**config.mk**
```make
export PLATFORM = sky130hd
export DESIGN_NAME = async_frame_receiver
export DESIGN_NICKNAME = d
export VERILOG_FILES = /design/src/rtl/rxf_pkg.sv /design/src/rtl/rxf_sync.sv /design/src/rtl/rxf_bit_sampler.sv /design/src/rtl/rxf_frame_fsm.sv /design/src/rtl/rxf_result_hold.sv /design/src/rtl/async_frame_receiver.sv
export SDC_FILE = /design/constraint.sdc
export NUM_CORES = 1
export LEC_CHECK = 0
export ABC_AREA = 1
export BUFFER_PORTS_ARGS = -buffer_cell sky130_fd_sc_hd__buf_2
export CORE_MARGIN = 1
export CORE_UTILIZATION = 45
export DETAILED_ROUTE_END_ITERATION = 6
export SLEW_MARGIN = 40
export SYNTH_ARGS = -nofsm -noshare
export SYNTH_HDL_FRONTEND = slang
export SYNTH_SLANG_ARGS = --single-unit
```
**constraint.sdc**
```tcl
create_clock -name clk -period 2.5 [get_ports clk]
set_clock_uncertainty 0.2 [all_clocks]
set_input_delay 0.5 -clock clk [delete_from_list [all_inputs] [get_ports clk]]
set_output_delay 0.5 -clock clk [all_outputs]
set_load 0.03 [all_outputs]
```
**src/rtl/rxf_pkg.sv**
```systemverilog
package rxf_pkg;

    localparam int DATA_W   = 9;
    localparam int BITS_MIN = 5;
    localparam int BITS_MAX = 9;

    typedef enum logic [2:0] {
        ST_IDLE,
        ST_START,
        ST_DATA,
        ST_PARITY,
        ST_STOP1,
        ST_STOP2
    } rx_state_e;

    typedef struct packed {
        logic [DATA_W-1:0] data;
        logic              frame_err;
        logic              parity_err;
    } rx_word_t;

    // Clamp the requested width into the supported range.
    function automatic logic [3:0] eff_bits(input logic [3:0] sel);
        if (sel < 4'(BITS_MIN)) return 4'(BITS_MIN);
        if (sel > 4'(BITS_MAX)) return 4'(BITS_MAX);
        return sel;
    endfunction

    function automatic logic maj3(input logic a, input logic b, input logic c);
        return (a & b) | (a & c) | (b & c);
    endfunction

endpackage

```
**src/rtl/rxf_sync.sv**
```systemverilog
module rxf_sync #(
    parameter int STAGES = 2
) (
    input  logic clk,
    input  logic rst,
    input  logic din,
    output logic dout
);
    logic [STAGES-1:0] chain;

    always_ff @(posedge clk) begin
        if (rst) chain <= '1;
        else     chain <= {chain[STAGES-2:0], din};
    end

    assign dout = chain[STAGES-1];
endmodule

```
**src/rtl/rxf_bit_sampler.sv**
```systemverilog
module rxf_bit_sampler #(
    parameter int OSR = 16
) (
    input  logic clk,
    input  logic rst,
    input  logic tick,
    input  logic line,
    input  logic dbl,
    input  logic run,
    output logic smp_done,
    output logic smp_bit,
    output logic bit_end
);
    import rxf_pkg::*;

    localparam int CW   = $clog2(OSR);
    localparam int HALF = OSR / 2;

    logic [CW-1:0] cnt;
    logic [CW-1:0] last;
    logic [CW-1:0] mid;
    logic [CW-1:0] mid_lo;
    logic [CW-1:0] mid_hi;
    logic          v0, v1;

    always_comb begin
        last   = dbl ? CW'(HALF - 1) : CW'(OSR - 1);
        mid    = dbl ? CW'(HALF / 2) : CW'(HALF);
        mid_lo = mid - CW'(1);
        mid_hi = mid + CW'(1);
    end

    // The tick that detected the start edge is position 0, so counting resumes at 1.
    always_ff @(posedge clk) begin
        if (rst) begin
            cnt <= CW'(1);
            v0  <= 1'b1;
            v1  <= 1'b1;
        end else if (!run) begin
            cnt <= CW'(1);
        end else if (tick) begin
            if (cnt == mid_lo) v0 <= line;
            if (cnt == mid)    v1 <= line;
            cnt <= (cnt == last) ? '0 : cnt + CW'(1);
        end
    end

    assign smp_done = run && tick && (cnt == mid_hi);
    assign smp_bit  = maj3(v0, v1, line);
    assign bit_end  = run && tick && (cnt == last);

    AST_CNT_IN_WINDOW: assert property (@(posedge clk) disable iff (rst)
        (run && $stable(dbl)) |-> (cnt <= last)) else $error("bit counter past bit end");
endmodule

```
**src/rtl/rxf_frame_fsm.sv**
```systemverilog
module rxf_frame_fsm (
    input  logic              clk,
    input  logic              rst,
    input  logic              tick,
    input  logic              line,
    input  logic [3:0]        nbits,
    input  logic              par_en,
    input  logic              par_odd,
    input  logic              two_stop,
    input  logic              smp_done,
    input  logic              smp_bit,
    input  logic              bit_end,
    output logic              run,
    output logic              done,
    output rxf_pkg::rx_word_t word
);
    import rxf_pkg::*;

    rx_state_e         state;
    logic [DATA_W-1:0] shreg;
    logic [3:0]        idx;
    logic              perr;
    logic              ferr;

    always_ff @(posedge clk) begin
        if (rst) begin
            state <= ST_IDLE;
            shreg <= '0;
            idx   <= '0;
            perr  <= 1'b0;
            ferr  <= 1'b0;
            done  <= 1'b0;
            word  <= '0;
        end else begin
            done <= 1'b0;
            unique case (state)
                ST_IDLE: begin
                    if (tick && !line) begin
                        state <= ST_START;
                        shreg <= '0;
                        idx   <= '0;
                        perr  <= 1'b0;
                        ferr  <= 1'b0;
                    end
                end
                ST_START: begin
                    if (smp_done && smp_bit)  state <= ST_IDLE;
                    else if (bit_end)         state <= ST_DATA;
                end
                ST_DATA: begin
                    if (smp_done) shreg[idx] <= smp_bit;
                    if (bit_end) begin
                        if (idx == nbits - 4'd1) state <= par_en ? ST_PARITY : ST_STOP1;
                        else                     idx   <= idx + 4'd1;
                    end
                end
                ST_PARITY: begin
                    if (smp_done) perr  <= ((^shreg) ^ smp_bit) != par_odd;
                    if (bit_end)  state <= ST_STOP1;
                end
                ST_STOP1: begin
                    if (smp_done) begin
                        if (two_stop) begin
                            ferr <= !smp_bit;
                        end else begin
                            done  <= 1'b1;
                            word  <= '{data: shreg, frame_err: !smp_bit, parity_err: perr};
                            state <= ST_IDLE;
                        end
                    end else if (bit_end && two_stop) begin
                        state <= ST_STOP2;
                    end
                end
                ST_STOP2: begin
                    if (smp_done) begin
                        done  <= 1'b1;
                        word  <= '{data: shreg, frame_err: ferr, parity_err: perr};
                        state <= ST_IDLE;
                    end
                end
                default: state <= ST_IDLE;
            endcase
        end
    end

    assign run = (state != ST_IDLE);

    AST_FALSE_START_IDLE: assert property (@(posedge clk) disable iff (rst)
        (state == ST_START && smp_done && smp_bit) |=> (state == ST_IDLE && !done)) else $error("false start not dropped");
endmodule

```
**src/rtl/rxf_result_hold.sv**
```systemverilog
module rxf_result_hold (
    input  logic              clk,
    input  logic              rst,
    input  logic              accept,
    input  rxf_pkg::rx_word_t word_in,
    input  logic              rd_ack,
    output logic              valid,
    output logic              overrun,
    output rxf_pkg::rx_word_t word_out
);
    import rxf_pkg::*;

    always_ff @(posedge clk) begin
        if (rst) begin
            valid    <= 1'b0;
            overrun  <= 1'b0;
            word_out <= '0;
        end else if (accept) begin
            if (valid && !rd_ack) begin
                overrun <= 1'b1;
            end else begin
                word_out <= word_in;
                valid    <= 1'b1;
                overrun  <= 1'b0;
            end
        end else if (rd_ack) begin
            valid   <= 1'b0;
            overrun <= 1'b0;
        end
    end

    AST_OVERRUN_KEEPS_WORD: assert property (@(posedge clk) disable iff (rst)
        (valid && accept && !rd_ack) |=> (overrun && $stable(word_out))) else $error("overrun lost held word");
    AST_READ_CLEARS: assert property (@(posedge clk) disable iff (rst)
        (rd_ack && !accept) |=> (!valid && !overrun)) else $error("read did not clear");
    AST_OVR_NEEDS_VALID: assert property (@(posedge clk) disable iff (rst)
        overrun |-> valid) else $error("overrun without word");
    AST_FLAGS_HELD: assert property (@(posedge clk) disable iff (rst)
        (valid && !rd_ack) |=> $stable(word_out)) else $error("flags changed while held");
endmodule

```
**src/rtl/async_frame_receiver.sv**
```systemverilog
module async_frame_receiver #(
    parameter int OSR         = 16,
    parameter int SYNC_STAGES = 2
) (
    input  logic       clk,
    input  logic       rst,
    input  logic       sample_tick,
    input  logic       rx_line,
    input  logic [3:0] cfg_data_bits,
    input  logic [1:0] cfg_parity,
    input  logic       cfg_two_stop,
    input  logic       cfg_double_speed,
    input  logic       cfg_mp_mode,
    input  logic       rd_ack,
    output logic       rx_valid,
    output logic [8:0] rx_data,
    output logic       rx_frame_err,
    output logic       rx_parity_err,
    output logic       rx_overrun
);
    import rxf_pkg::*;

    logic       line_s;
    logic       run;
    logic       smp_done, smp_bit, bit_end;
    logic       frm_done;
    logic [3:0] nbits;
    logic       mp_flag;
    logic       accept;
    rx_word_t   frm_word;
    rx_word_t   held_word;

    assign nbits = eff_bits(cfg_data_bits);

    rxf_sync #(.STAGES(SYNC_STAGES)) u_sync (
        .clk  (clk),
        .rst  (rst),
        .din  (rx_line),
        .dout (line_s)
    );

    rxf_bit_sampler #(.OSR(OSR)) u_sampler (
        .clk      (clk),
        .rst      (rst),
        .tick     (sample_tick),
        .line     (line_s),
        .dbl      (cfg_double_speed),
        .run      (run),
        .smp_done (smp_done),
        .smp_bit  (smp_bit),
        .bit_end  (bit_end)
    );

    rxf_frame_fsm u_fsm (
        .clk      (clk),
        .rst      (rst),
        .tick     (sample_tick),
        .line     (line_s),
        .nbits    (nbits),
        .par_en   (cfg_parity[1]),
        .par_odd  (cfg_parity[0]),
        .two_stop (cfg_two_stop),
        .smp_done (smp_done),
        .smp_bit  (smp_bit),
        .bit_end  (bit_end),
        .run      (run),
        .done     (frm_done),
        .word     (frm_word)
    );

    // Address marker is the top configured data bit.
    assign mp_flag = frm_word.data[nbits - 4'd1];
    assign accept  = frm_done && (!cfg_mp_mode || mp_flag);

    rxf_result_hold u_hold (
        .clk      (clk),
        .rst      (rst),
        .accept   (accept),
        .word_in  (frm_word),
        .rd_ack   (rd_ack),
        .valid    (rx_valid),
        .overrun  (rx_overrun),
        .word_out (held_word)
    );

    assign rx_data       = held_word.data;
    assign rx_frame_err  = held_word.frame_err;
    assign rx_parity_err = held_word.parity_err;

    AST_MP_DISCARD: assert property (@(posedge clk) disable iff (rst)
        (cfg_mp_mode && frm_done && !mp_flag && !rd_ack) |=>
        ($stable(rx_valid) && $stable(rx_data) && $stable(rx_overrun))) else $error("data frame not dropped");
endmodule

```
**After elaboration in Yosys (flattened, before gate mapping)**

Cells that the tools add are included.

- Flip-flop bits (word level): 51
- Output and inout bits: 13

- Muxes and demuxes: 53
- Reductions and logical operators: 33
- Equality and inequality tests: 26
- Bitwise gates (word level): 8
- Magnitude comparators: 5
- Add/subtract/negate cells: 5

Operator list:

| cell | count |
|---|---|
| 2-to-1 mux 4 bit | 10 |
| 2-to-1 mux 11 bit | 3 |
| 2-to-1 mux 3 bit | 11 |
| case mux 11 bit (2 select lines) | 1 |
| equality test 4 bit | 5 |
| 2-to-1 mux 9 bit | 2 |
| case mux 3 bit (6 select lines) | 1 |
| case mux 9 bit (2 select lines) | 1 |
| 2-to-1 mux 1 bit | 17 |
| inequality test 2 x 1 -> 1 bit (second input constant) | 8 |
| adder 4 x 1 -> 4 bit (second input constant) | 3 |
| AND reduction 3 bit | 4 |
| AND reduction 4 bit | 3 |
| < comparator 4 x 5 -> 1 bit (second input constant) | 2 |
| nonzero test 2 bit | 5 |
| bitwise mux 9 bit | 1 |
| logical AND 1 bit | 9 |
| parity 9 bit | 1 |
| inequality test 2 bit (second input constant) | 4 |
| case mux 4 bit (2 select lines) | 1 |
| AND reduction 8 bit | 1 |
| subtractor 4 x 1 -> 4 bit (second input constant) | 2 |
| equality test 3 x 2 -> 1 bit (second input constant) | 2 |
| equality test 3 bit (second input constant) | 2 |
| other kinds (20) | 31 |

**Logic depth before layout (Yosys ltp)**

Gate-level depths: netlist of the first run.

- Word-level depth: 12
- Gate-level depth with buffers: 17
- Gate-level depth less buffers: 17

**Modules after synthesis**

From an unflattened synthesis of the first run, not the netlist that was laid out.

- Cells, all modules: 474
- Area total of the unflattened synthesis: 3,089.2 um2

Modules (own cells, without submodules):

| module | cells each | area an instance (um2) | instances |
|---|---|---|---|
| rxf_frame_fsm | 287 | 1,800.5 | 1 |
| rxf_result_hold | 81 | 583.1 | 1 |
| rxf_bit_sampler | 57 | 386.6 | 1 |
| async_frame_receiver | 42 | 260.2 | 1 |
| rxf_sync | 7 | 58.8 | 1 |

**Worst setup path after synthesis of the first run**

No wires, ideal clock.

- Path kind: input to register
- Start: input port cfg_data_bits[2]
- End: register u_hold.word_out[1] in the netlist's numbering
- Path buffers: 1
- Stages on the path: 16
- Library setup time: 0.110 ns
- Path slack: 0.168 ns
- Arrival: 2.022 ns
- Cells stage by stage: inv_1 -> nand3_1 -> nand2_2 -> nand2_2 -> inv_1 -> ha_1 -> xnor2_1 -> inv_1 -> nand3_1 -> o21a_1 -> nand2_1 -> nand3_1 -> buf_2 -> nand2_1 -> inv_1 -> nor2_1

- Cells in the longest elaborated chain, start to end: 11
- Elaborated cells on any way between the ends: 14
- Classes of those cells: add/sub (1); order compare (2); mux (8); reduce/logical (3)

RTL lines:

| what | line | source |
|---|---|---|
| start, declared | async_frame_receiver.sv:9 | `input logic [3:0] cfg_data_bits,` |
| greater-than comparator 4 bit | rxf_pkg.sv:25 | `if (sel > 4'(BITS_MAX)) return 4'(BITS_MAX);` |
| 2-to-1 mux 1 bit (2 in series) | rxf_pkg.sv:25 |  |
| 2-to-1 mux 4 bit | rxf_pkg.sv:26 | `return sel;` |
| 2-to-1 mux 4 bit * | rxf_pkg.sv:25 |  |
| subtractor 4 x 1 -> 4 bit * | async_frame_receiver.sv:72 | `assign mp_flag = frm_word.data[nbits - 4'd1];` |
| binary-select mux 1 bit (select 4 bit) * | async_frame_receiver.sv:72 |  |
| 2-to-1 mux 1 bit (not written as such) * | async_frame_receiver.sv:72 |  |
| logical OR 1 bit * | async_frame_receiver.sv:73 | `assign accept = frm_done && (!cfg_mp_mode \|\| mp_flag);` |
| logical AND 1 bit * | async_frame_receiver.sv:73 |  |
| AND reduction 2 bit (no line) * | - |  |
| end signal, assigned | rxf_result_hold.sv:22 | `word_out <= word_in;` |
| end, declared | rxf_result_hold.sv:9 | `output rxf_pkg::rx_word_t word_out` |

Mark *: on every way between the ends. The rest lies on a longest branch, timed or not. The select of a mux whose other input is x is not followed.
A chain may end at the register's enable or synchronous reset.

**Final worst setup path of the first run**

- Start: input port cfg_data_bits[2]
- End: register u_fsm.state[0]

- Cells in the longest elaborated chain, start to end: 9
- Elaborated cells on any way between the ends: 12
- Classes of those cells: add/sub (1); order compare (2); eq/ne (2); mux (6); reduce/logical (1)

RTL lines:

| what | line | source |
|---|---|---|
| greater-than comparator 4 bit | rxf_pkg.sv:25 |  |
| 2-to-1 mux 1 bit (2 in series) | rxf_pkg.sv:25 |  |
| 2-to-1 mux 4 bit | rxf_pkg.sv:26 |  |
| 2-to-1 mux 4 bit * | rxf_pkg.sv:25 |  |
| subtractor 4 x 1 -> 4 bit * | rxf_frame_fsm.sv:53 | `if (idx == nbits - 4'd1) state <= par_en ? ST_PARITY : ST_STOP1;` |
| equality test 4 bit * | rxf_frame_fsm.sv:53 |  |
| inequality test 2 x 1 -> 1 bit (no line) * | - |  |
| AND reduction 8 bit (no line) * | - |  |
| end signal, assigned | rxf_frame_fsm.sv:53 |  |
| end, declared | rxf_frame_fsm.sv:19 | `rx_state_e state;` |

Marks and branches as above.

==> results of run 1 <==
## area by class of cell
type,instances,share of cell area
clock buffers,6,0.0258
clock inverters,2,0.00508
inverters,75,0.0887
multi-input cells,268,0.457
flip-flops and latches,51,0.319
well taps,75,0.0293
repair buffers,41,0.0758
## worst max-delay path, cell delays in order
cell and delay [ns]:
sky130_fd_sc_hd__buf_2 0.09, sky130_fd_sc_hd__inv_1 0.05, sky130_fd_sc_hd__nand3_1 0.09, sky130_fd_sc_hd__nand2_2 0.06, sky130_fd_sc_hd__nand2_2 0.06, sky130_fd_sc_hd__inv_1 0.04, sky130_fd_sc_hd__ha_1 0.20, sky130_fd_sc_hd__xnor2_1 0.21
sky130_fd_sc_hd__inv_1 0.09, sky130_fd_sc_hd__nand2_1 0.06, sky130_fd_sc_hd__nand3_1 0.07, sky130_fd_sc_hd__nor2_2 0.14, sky130_fd_sc_hd__a21oi_1 0.09, sky130_fd_sc_hd__a21oi_2 0.24, sky130_fd_sc_hd__nand3_1 0.13, sky130_fd_sc_hd__nand2_1 0.08
sky130_fd_sc_hd__nor2_1 0.04
## registers in the layout, indices dropped and copies added (netlist names)
name             count
u_fsm.done           1
u_fsm.ferr           1
u_fsm.idx            4
u_fsm.perr           1
u_fsm.shreg          9
u_fsm.state          3
u_fsm.word          11
u_hold.overrun       1
u_hold.valid         1
u_hold.word_out     11
u_sampler.cnt        4
u_sampler.v0         1
u_sampler.v1         1
u_sync.chain         2
## power groups by stage
| stage | combinational (mW) | sequential, mW | clock, mW |
|---|---|---|---|
| after floorplan | 0.535 | 0.922 | 0 |
| after global placement | 0.682 | 0.930 | 0 |
| after detailed placement | 0.698 | 0.930 | 0 |
| after CTS | 0.700 | 0.911 | 0.527 |
| after global routing | 0.805 | 0.921 | 0.556 |
| final | 0.695 | 0.913 | 0.513 |
## layer usage
metal,share of wire,global-route usage
met2,0.44,0.325
met3,0.035,0.0371
met4,0.010,0.0482
met1,0.51,0.259
met5,0,0
## metrics by stage
stage | setup WS, ns | power (mW) | TNS (ns) | instances
final | 0.285 | 2.12 | 0 | 518
after global routing | 0.0412 | 2.28 | 0 | 518
after CTS | 0.216 | 2.14 | 0 | 518
after detailed placement | -0.112 | 1.63 | -0.503 | 510
after global placement | -0.0291 | 1.61 | -0.112 | 510
after floorplan | 0.168 | 1.46 | 0 | 406
## worst paths after layout
check | startpoint | endpoint | slack (ns) | depth (start not counted)
max | cfg_data_bits[2] | u_fsm.state[0]$_SDFFE_PP0P_ | 0.29 | 17
min | rx_line | u_sync.chain[0]$_SDFF_PP1_ | 0.17 | 2
max reg2reg | u_fsm.state[1]$_SDFFE_PP0P_ | u_fsm.word[4]$_SDFFE_PP0P_ | 0.32 | 7
min reg2reg | u_sync.chain[0]$_SDFF_PP1_ | u_sync.chain[1]$_SDFF_PP1_ | 0.22 | 1
## cells by family after synthesis
logic type / synth area share
simple gates: 0.284
buf+inv: 0.118
compound gates: 0.157
flops: 0.363
xor+xnor: 0.0431
fa+ha+maj: 0.0356
## what timing repair did
action	4_1_cts	5_1_grt
resized for setup	0	1
setup endpoints to repair	0	4
hold buffers	0	0
## layout by cell type (no fill, tap or decap), types with 2 or more instances in the layout
cell type	instances
sky130_fd_sc_hd__or2_2	2
sky130_fd_sc_hd__xor2_1	5
sky130_fd_sc_hd__o21a_1	2
sky130_fd_sc_hd__nand2_2	7
sky130_fd_sc_hd__dfxtp_1	51
sky130_fd_sc_hd__nand4_1	14
sky130_fd_sc_hd__inv_1	73
sky130_fd_sc_hd__xnor2_1	7
sky130_fd_sc_hd__nor2_2	2
sky130_fd_sc_hd__buf_2	26
sky130_fd_sc_hd__o211a_1	8
sky130_fd_sc_hd__a211oi_1	3
sky130_fd_sc_hd__ha_1	8
sky130_fd_sc_hd__clkbuf_8	6
sky130_fd_sc_hd__o21ai_0	18
sky130_fd_sc_hd__o21bai_1	4
sky130_fd_sc_hd__buf_4	15
sky130_fd_sc_hd__nand3_1	32
sky130_fd_sc_hd__nor2_1	36
sky130_fd_sc_hd__nand3_2	2
sky130_fd_sc_hd__a21oi_1	30
sky130_fd_sc_hd__nand2_1	69
sky130_fd_sc_hd__nor3_1	9
==> run summary, run 1 <==
- **layout overhead on the synthesized area** 13.8%
- **top post-synthesis cells by area** sky130_fd_sc_hd__dfxtp_1 (36%), sky130_fd_sc_hd__inv_1 (9.7%), sky130_fd_sc_hd__nand2_1 (9.2%)
- **number of endpoints with negative hold slack in the final report** 0
- **unrepaired setup endpoints after global routing** no
- **gate count of the mapped netlist** 406
- **P_leak** 1.54 nW
- **via count of the first global-routing pass** 2,217
- **cell at the root of the clock tree** sky130_fd_sc_hd__clkbuf_8
- **outcome** finished clean
- **DRT Pass-1 Iters** 4
- **share of cells above drive strength 1** 0.153
- **number of enable flip-flop cells after synthesis** 0
- **Reg clk slew, reported paths** 0.10 ns
- **number of placement rows** 28
- **Antenna Diode Count** 0
- **number of maximum-capacitance constraint violations** 0
- **share of the core filled with cells** 0.535
- **required time of the critical path** 2.52 ns
- **fraction of the cycle the final worst path needs** 0.886
- **Final Hold Slack** 0.165 ns
- **share of total power in the clock network** 0.242
- **prevailing post-synth register cell** sky130_fd_sc_hd__dfxtp_1
- **most instantiated library cell after synthesis** sky130_fd_sc_hd__inv_1
- **top post-synthesis cells by count** sky130_fd_sc_hd__inv_1 (73), sky130_fd_sc_hd__nand2_1 (69), sky130_fd_sc_hd__dfxtp_1 (51), sky130_fd_sc_hd__nor2_1 (37), sky130_fd_sc_hd__nand3_1 (32)
- **fraction of synthesized cell area taken by the top area cell type** 0.363
- **IR drop worst, VDD** 0.000526 V
- **Worst Path Max Fanout** 6
- **Register Area** 0.00102 mm²
- **area used by multi-input combinational logic** 0.00146 mm²
- **remaining antenna violation count** 0
- **I/O pin cnt** 27
- **Die X-Extent** 81.1 µm
- **post-route cell area** 0.00320 mm²
- **largest net degree at the start of global routing** 21
- **P_sw** 781 µW
- **TritonCTS clock tree** built
- **Total Routing Usage GR** 0.196
- **cell taking the most area after synthesis** sky130_fd_sc_hd__dfxtp_1
- **global-route wire length before repair** 10,000 µm
- **post-placement cell area** 0.00310 mm²
- **Num CTS Buffers** 5
- **measured slew at the worst slew-check pin** 0.670 ns
- **clock tree buffer depth** 2
- **final setup fails** 0
- **Avg Synthesized Cell Area** 6.93 µm²
- **register share of total power** 0.430
- **IO Port Bufs** 26
- **internal cell power** 1.34 mW
- **die height** 81.1 µm
- **kind of critical path** in2reg
- **clock sink total** 51
- **Initial Utilization** 0.470
- **arrival time worst endpoint** 2.23 ns
- **type of element capturing the critical path** flop
- **Gate power share** 0.328
- **initial antenna violation count** 0
- **DRC violation count after routing** 0
- **clock insertion delay at the later pin of the skew report** 0.31 ns
- **core footprint** 0.00599 mm²
- **CTS H-tree depth** 2
- **Final HPWL DP** 4680 µm
- **Fillers** 621
- **gr ovfl total** 0
- **synthesized netlist net count** 428
- **highest clock frequency the design can meet** 451 MHz
- **count of pins over their slew limit** 0
- **number of setup buffers added after CTS** 0
- **sequential fraction of the synthesis area** 0.363
- **headroom to the max-slew limit** 0.552
- **power density cells** 662 mW/mm²
- **count of warnings emitted by yosys** 0
- **min-delay worst type** in2reg
- **vias post-DR** 2,538
- **DRT iter0 DRCs** 124
- **minimum period implied by the final worst setup slack** 2.21 ns
- **Seq cells post-synth** 51
- **vias per cell** 4.90
- **crit start category** input pin
- **full die area** 0.00657 mm²
- **WL final** 5910 µm
- **switching share of power** 0.368
- **final weighted congestion in routability-driven placement** 0.867
- **NumNets Final** 464
- **share of async-settable or async-resettable flops after synthesis** 0
- **number of distinct library cell variants in the gate-level netlist after synthesis** 34
- **post-synthesis cell area** 0.00281 mm²
- **Avg WL per Cell** 11.4 µm
No activity file was read; power rests on OpenSTA's default activity.
==> inputs of run 2 (changes only) <==
ABC_AREA = not set   (was 1)
CORE_MARGIN = not set   (was 1)
==> run 2 against run 1 <==
Net effect: the flow now finishes with violations (negative setup slack); combinational power down 30%; final cell count down 17%; non-clock buffer count grew 6; total power fell by 6.6%; routed wire length up 4.7%; synthesized cell count down 21%; critical path type unchanged; largest power group unchanged.
==> run summary, run 2 <==
- **Num CTS Buffers** 5, unchanged
- **headroom to the max-slew limit** 0.651, +0.0988
- **DRC violation count after routing** 0, unchanged
- **power density cells** 580 mW/mm², -12%
- **number of maximum-capacitance constraint violations** 0, unchanged
- **number of enable flip-flop cells after synthesis** 0, unchanged
- **share of the synthesized area in compound gates (AO/OA/AOI/OAI)** 0.139, -0.0175
- **Final Hold Slack** 0.157 ns, -0.00800 ns
- **Initial Utilization** 0.475, +0.00516
- **largest stage delay on the critical path** 0.38 ns, +0.14 ns
- **IO Port Bufs** 26, unchanged
- **crit start category** input pin
- **Avg WL per Cell** 14.3 µm, +26%
- **gate count of the mapped netlist** 319, -21%
- **share of the core filled with cells** 0.567, +0.0320
- **cells traversed along the worst timing path** buf_2 -> or3b_4 -> a21oi_4 -> ha_4 -> xor2_2 -> a211oi_2 -> o41ai_2 -> o221ai_2 -> nor2b_2 -> buf_12 -> mux2i_1
- **count of pins over their slew limit** 0, unchanged
- **required time of the critical path** 2.54 ns, +0.02 ns
- **via count of the first global-routing pass** 2,150, -3.0%
- **CP max-delay cell** sky130_fd_sc_hd__or3b_4
- **DRT iter0 DRCs** 104, -16%
- **beginning of the critical path** cfg_data_bits[1]
- **type of element capturing the critical path** flop
- **final setup fails** 13, +13
- **post-synthesis adder-cell area fraction** 0.0385, +0.00291
- **P_leak** 1.40 nW, -8.7%
- **post-synthesis cell area** 0.00286 mm², +1.7%
- **largest net degree at the start of global routing** 24, +14%
- **number of placement rows** 28, unchanged
- **Avg Synthesized Cell Area** 8.97 µm², +29%
- **NumNets Final** 378, -19%
- **Worst Path Max Fanout** 11, +5
- **initial antenna violation count** 0, unchanged
- **Final HPWL DP** 4610 µm, -1.4%
- **share of async-settable or async-resettable flops after synthesis** 0, unchanged
- **number of endpoints with negative hold slack in the final report** 0, unchanged
- **WL final** 6190 µm, +4.7%
- **most frequent standard cell in the layout excluding fill and tap cells** sky130_fd_sc_hd__dfxtp_1
- **die height** 81.7 µm, +0.82%
- **layout overhead on the synthesized area** 19.3%
- **count of warnings emitted by yosys** 0, unchanged
- **final weighted congestion in routability-driven placement** 0.854, -1.6%
- **post-layout total power** 1.98 mW, -6.6%
- **violated checks** negative setup slack
- **CTS H-tree depth** 2, unchanged
- **Final Worst Setup Slack** -0.100 ns, -0.385 ns
- **clock tree buffer depth** 2, unchanged
- **post-synthesis share of cell area spent on xor and xnor gates** 0.0721, +0.0290
- **min-delay worst type** in2reg
- **Reg clk slew, reported paths** 0.10 ns, about the same
- **remaining antenna violation count** 0, unchanged
- **outcome** finished, violations left
- **Die X-Extent** 81.7 µm, +0.82%
- **dpl cells** 421, -17%
- **sequential fraction of the synthesis area** 0.357, -0.00603
- **startpoint of the lowest-slack register-to-register path** u_fsm.state[1]$_SDFFE_PP0P_
- **gr ovfl total** 0, unchanged
- **full die area** 0.00668 mm², +1.6%
- **clock insertion delay at the later pin of the skew report** 0.31 ns, about the same
- **arrival time worst endpoint** 2.64 ns, +0.41 ns
- **fraction of the cycle the final worst path needs** 1.04, +0.154
- **most instantiated library cell after synthesis** sky130_fd_sc_hd__dfxtp_1
- **cell taking the most area after synthesis** sky130_fd_sc_hd__dfxtp_1
- **measured slew at the worst slew-check pin** 0.520 ns, -0.150 ns
- **leading cell types in the layout, fill and taps excluded** sky130_fd_sc_hd__dfxtp_1 (51), sky130_fd_sc_hd__nand2_1 (39), sky130_fd_sc_hd__mux2i_1 (36)
- **IR drop worst, VDD** 0.000309 V, -41%
- **Non-Filler Instances** 432, -17%
- **TritonCTS clock tree** built
- **number of distinct library cell variants in the gate-level netlist after synthesis** 61, +79%
- **top post-synthesis cells by area** sky130_fd_sc_hd__dfxtp_1 (36%), sky130_fd_sc_hd__mux2i_1 (13%), sky130_fd_sc_hd__nand2_1 (5.1%)
- **kind of critical path** in2reg
- **minimum period implied by the final worst setup slack** 2.60 ns, +0.385 ns
- **unrepaired setup endpoints after global routing** yes
- **vias post-DR** 2,348, -7.5%
- **worst min-delay path startpoint** rd_ack
- **I/O pin cnt** 27, unchanged
- **synthesized netlist net count** 341, -20%
- **largest registers in the final layout** u_fsm.word (11), u_hold.word_out (11), u_fsm.shreg (9)
- **vias per cell** 5.44, +11%
- **fraction of the mapped netlist area in simple logic gates** 0.219, -0.0651
- **Fillers** 558, -10%
- **fraction of synthesized cell area taken by the top area cell type** 0.357, -0.00603
- **highest clock frequency the design can meet** 385 MHz, -15%
- **cell at the root of the clock tree** sky130_fd_sc_hd__clkbuf_8
- **core footprint** 0.00603 mm², +0.58%
- **proportion of synthesized area in mux cells** 0.126, +0.126
- **clock sink total** 51, unchanged
- **Seq cells post-synth** 51, unchanged
- **DRT Pass-1 Iters** 4, unchanged
- **prevailing post-synth register cell** sky130_fd_sc_hd__dfxtp_1
- **global-route wire length before repair** 10,100 µm, +0.63%
- **Total Routing Usage GR** 0.195, -0.000828
- **Antenna Diode Count** 0, unchanged
- **top post-synthesis cells by count** sky130_fd_sc_hd__dfxtp_1 (51), sky130_fd_sc_hd__nand2_1 (39), sky130_fd_sc_hd__mux2i_1 (36), sky130_fd_sc_hd__nor2_1 (27), sky130_fd_sc_hd__nand3_1 (18)
- **share of cells above drive strength 1** 0.238, +0.0846
- **dominant combinational cell family by area after synthesis** simple AND/OR/NAND/NOR gates
[run 2: changes by cell type in the layout (fill, tap and decap cells not counted), sizes merged, moves of 12 or more]
cell   delta
nand3    -16
nor2     -12
nand2    -37
mux2i    +36
a21oi    -15
nand4    -12
inv      -62
[run 2: worst max-delay path, delay by kind of cell]
| kind | cells | cell delay, ns |
|---|---|---|
| and+or+nand+nor | 2 | 0.55 |
| adders and majority gates | 1 | 0.24 |
| xor gates and xnor gates | 1 | 0.20 |
| muxes | 1 | 0.18 |
| buffers and inverters | 2 | 0.27 |
| AOI/OAI and AO/OA | 4 | 0.68 |
[run 2: metrics by stage]
| step | TNS [ns] | setup slack, ns | cell area (µm²) |
|---|---|---|---|
| 4_1_cts | -0.783 | -0.0746 | 3360 |
| 6_report | -1.07 | -0.100 | 3410 |
| 3_3_place_gp | -7.95 | -0.456 | 3180 |
| 5_1_grt | -1.98 | -0.168 | 3410 |
| 2_1_floorplan | -6.78 | -0.453 | 2920 |
| 3_5_place_dp | -8.26 | -0.487 | 3180 |
[run 2: layout make-up]
| class | instances | area [µm²] | area share |
|---|---|---|---|
| multi-input combinational | 239 | 1810 | 0.531 |
| sequential | 51 | 1020 | 0.299 |
| timing repair buffer | 47 | 320 | 0.0938 |
| tap | 75 | 93.8 | 0.0275 |
| clock buffer | 6 | 82.6 | 0.0242 |
| inverter | 12 | 45.0 | 0.0132 |
| clock inverter | 2 | 38.8 | 0.0114 |
[run 2: routing by layer]
metal / up-vias / share of wire / global-route usage
met5: - / 0 / 0
met4: 0 / 0.0084 / 0.0544
met3: 5 / 0.036 / 0.0367
met2: 50 / 0.47 / 0.329
met1: 1099 / 0.49 / 0.251
li1: 1194 / - / -
[run 2: logic make-up after synthesis]
family / after synthesis
xor gates and xnor gates: 21
adders and majority gates: 9
buffers and inverters: 29
DFF: 51
AOI/OAI and AO/OA: 51
and+or+nand+nor: 122
muxes: 36
[run 2: worst paths after layout]
path | end | slack (ns) | cells past startpoint
setup / recovery | u_hold.word_out[5]$_SDFFE_PP0P_ | -0.10 | 11
hold / removal | u_hold.overrun$_SDFFE_PP0P_ | 0.16 | 2
setup reg to reg | u_fsm.state[1]$_SDFFE_PP0P_ | 0.24 | 6
hold reg to reg | u_sync.chain[1]$_SDFF_PP1_ | 0.23 | 1
[run 2: power by group]
group	leakage, nW	internal, mW	switching [mW]
Combinational	0.928	0.207	0.280
Clock	0.0618	0.330	0.284
Sequential	0.412	0.841	0.0388
Total	1.40	1.38	0.603
[run 2: what timing repair did]
item,in CTS,in global routing
hold buffers,0,0
hold endpoints to repair,0,0
setup buffers,1,2
endpoints found under the setup margin,15,17
pin swaps,4,10
gates resized for setup,6,9
==> inputs of run 3 (changes only) <==
BUFFER_PORTS_ARGS = not set   (was -buffer_cell sky130_fd_sc_hd__buf_2)
DONT_BUFFER_PORTS = 1   (was not set)
==> run 3 against run 2 <==
Net effect: the flow now finishes without violations; largest cell class unchanged; sequential share of layout area up 2.5 points; utilization fell by 4.4 points; global-route usage rose by 0.21 points; total power shrank 8.4%.
==> run summary, run 3 (synthesis results as in run 2) <==
- **Total Routing Usage GR** 0.197, +0.00210
- **layout overhead on the synthesized area** 10.1%
- **routed wl met3** 257 µm, +16%
- **unrepaired setup endpoints after global routing** yes
- **die height** 81.7 µm, unchanged
- **startpoint of the lowest-slack register-to-register path** u_fsm.state[0]$_SDFFE_PP0P_
- **routed metal-1 wire length** 2740 µm, -8.8%
- **Die X-Extent** 81.7 µm, unchanged
- **full die area** 0.00668 mm², unchanged
- **Worst Path Max Fanout** 11, unchanged
- **core footprint** 0.00603 mm², unchanged
- **worst setup slack before clock tree synthesis** -0.380 ns, +0.106 ns
- **cells traversed along the worst timing path** or3b_4 -> a21oi_4 -> ha_4 -> xor2_2 -> a211oi_2 -> o41ai_2 -> o221ai_2 -> nor2b_2 -> buf_12 -> mux2i_1
- **Reg clk slew, reported paths** 0.10 ns, about the same
- **crit start category** input pin
- **highest clock frequency the design can meet** 404 MHz, +5.0%
- **global-route wire length before repair** 10,100 µm, unchanged
- **IO Port Bufs** 0, -100%
- **number of endpoints with negative hold slack in the final report** 0, unchanged
- **arrival time worst endpoint** 2.52 ns, -0.12 ns
- **quantity of hold-fixing buffers added after cts** 0, unchanged
- **min-delay worst type** in2reg
- **top layer used by detailed routing** met4
- **Initial Utilization** 0.475, unchanged
- **CTS H-tree depth** 2, unchanged
- **vias per cell** 5.55, +2.2%
- **Final HPWL DP** 4530 µm, -1.7%
- **final setup fails** 0, -13
- **Worst R2R Path Depth** 6, unchanged
- **largest net degree at the start of global routing** 29, +21%
- **IR drop worst, VDD** 0.000293 V, -5.2%
- **Final Worst Setup Slack** 0.0234 ns, +0.124 ns
- **initial antenna violation count** 0, unchanged
- **Met2 Routed Length** 2930 µm, +0.69%
- **final weighted congestion in routability-driven placement** 0.793, -7.1%
- **gr ovfl total** 0, unchanged
- **Register Area** 0.00102 mm², unchanged
- **measured slew at the worst slew-check pin** 0.536 ns, +0.0162 ns
- **number of placement rows** 28, unchanged
- **TritonCTS clock tree** built
- **number of maximum-capacitance constraint violations** 0, unchanged
- **DRC violation count after routing** 0, unchanged
- **share of cells above drive strength 1** 0.145, -0.0930
- **clock tree buffer depth** 2, unchanged
- **DRT Pass-1 Iters** 4, unchanged
- **clock insertion delay at the later pin of the skew report** 0.31 ns, about the same
- **via count of the first global-routing pass** 2,110, -1.9%
- **required time of the critical path** 2.55 ns, about the same
- **P_leak** 1.21 nW, -14%
- **kind of critical path** in2reg
- **end of the worst register-to-register path** u_fsm.state[2]$_SDFFE_PP0P_
- **fraction of the cycle the final worst path needs** 0.991, -0.0495
- **clock sink total** 51, unchanged
- **WL final** 6010 µm, -2.9%
- **largest stage delay on the critical path** 0.38 ns, about the same
- **remaining antenna violation count** 0, unchanged
- **count of pins over their slew limit** 0, unchanged
- **vias post-DR** 2,216, -5.6%
- **minimum period implied by the final worst setup slack** 2.48 ns, -0.124 ns
- **worst min-delay path startpoint** rd_ack
- **largest registers in the final layout** u_fsm.word (11), u_hold.word_out (11), u_fsm.shreg (9)
- **Fillers** 607, +8.8%
- **area used by multi-input combinational logic** 0.00178 mm², -2.0%
- **outcome** finished clean
- **DRT iter0 DRCs** 65, -38%
- **Num CTS Buffers** 5, unchanged
- **headroom to the max-slew limit** 0.640, -0.0109
- **cell at the root of the clock tree** sky130_fd_sc_hd__clkbuf_8
- **power density cells** 576 mW/mm², -0.67%
- **Antenna Diode Count** 0, unchanged
- **NumNets Final** 345, -8.7%
- **leading cell types in the layout, fill and taps excluded** sky130_fd_sc_hd__dfxtp_1 (51), sky130_fd_sc_hd__nand2_1 (39), sky130_fd_sc_hd__mux2i_1 (35)
- **type of element capturing the critical path** flop
- **Avg WL per Cell** 15.1 µm, +5.1%
- **most frequent standard cell in the layout excluding fill and tap cells** sky130_fd_sc_hd__dfxtp_1
- **critical path capture point** u_hold.word_out[9]$_SDFFE_PP0P_
- **share of the core filled with cells** 0.523, -0.0438
- **I/O pin cnt** 27, unchanged
- **CP max-delay cell** sky130_fd_sc_hd__or3b_4
- **beginning of the critical path** cfg_data_bits[2]
- **setup slack of the worst register-to-register path** 0.33 ns, +0.09 ns
==> run 3: cell types whose count changed in the layout (fill, tap and decap cells not counted), moves of 2 or more <==
cell / before / now
sky130_fd_sc_hd__buf_2: 24 / 0
sky130_fd_sc_hd__a21oi_2: 2 / 0
sky130_fd_sc_hd__buf_6: 4 / 0
sky130_fd_sc_hd__a21oi_1: 13 / 15
sky130_fd_sc_hd__buf_4: 18 / 13
==> run 3: worst min path at each step <==
stage                             endpoint  depth (start not counted)  slack [ns]
2_1_floorplan   u_sync.chain[1]$_SDFF_PP1_                          1        0.19
3_3_place_gp    u_sync.chain[1]$_SDFF_PP1_                          1        0.19
6_report       u_hold.overrun$_SDFFE_PP0P_                          1        0.04
3_5_place_dp    u_sync.chain[1]$_SDFF_PP1_                          1        0.20
4_1_cts            u_fsm.perr$_SDFFE_PP0P_                          1        0.03
5_1_grt         u_fsm.word[0]$_SDFFE_PP0P_                          1        0.02
==> run 3: layout make-up <==
class	instances	area share
clock inverter	3	0.00874
sequential	51	0.324
multi-input combinational	239	0.564
tap	75	0.0298
inverter	12	0.0143
timing repair buffer	14	0.0373
clock buffer	5	0.0218
==> run 3: report_power, final <==
group | switching [mW] | leakage [nW] | internal, mW
clock | 0.304 | 0.0467 | 0.208
combinational | 0.241 | 0.751 | 0.185
sequential | 0.0366 | 0.412 | 0.841
total | 0.582 | 1.21 | 1.23
==> run 3: worst max-delay path: cells and delay by family <==
family,cells,cell delay (ns)
AO/OA/AOI/OAI,4,0.69
adder cells (fa/ha/maj),1,0.23
XOR/XNOR,1,0.19
AND/OR/NAND/NOR,2,0.56
buffers and inverters,1,0.16
multiplexers,1,0.18
==> run 3: metal layers <==
metal | track usage | vias to the layer above
met2 | 0.339 | 52
met4 | 0.0474 | 0
met5 | 0 | -
li1 | - | 1128
met1 | 0.248 | 1029
met3 | 0.0433 | 7
==> run 3: repair_timing <==
item | in CTS | in global routing
gates resized for setup | 1 | 3
endpoints found under the setup margin | 13 | 14
endpoints found under the hold margin | 0 | 0
setup buffers | 0 | 1
pin swaps | 0 | 3
==> run 3: per-stage QoR <==
step	power (mW)	hold WS [ns]	TNS, ns	std cells	area (µm²)
2_1_floorplan	1.23	0.189	-6.78	319	2920
3_3_place_gp	1.31	0.194	-5.43	390	3010
3_5_place_dp	1.31	0.203	-5.94	390	3010
4_1_cts	1.82	0.0334	0	398	3120
5_1_grt	1.92	0.0198	-0.732	399	3150
6_report	1.82	0.0422	0	399	3150
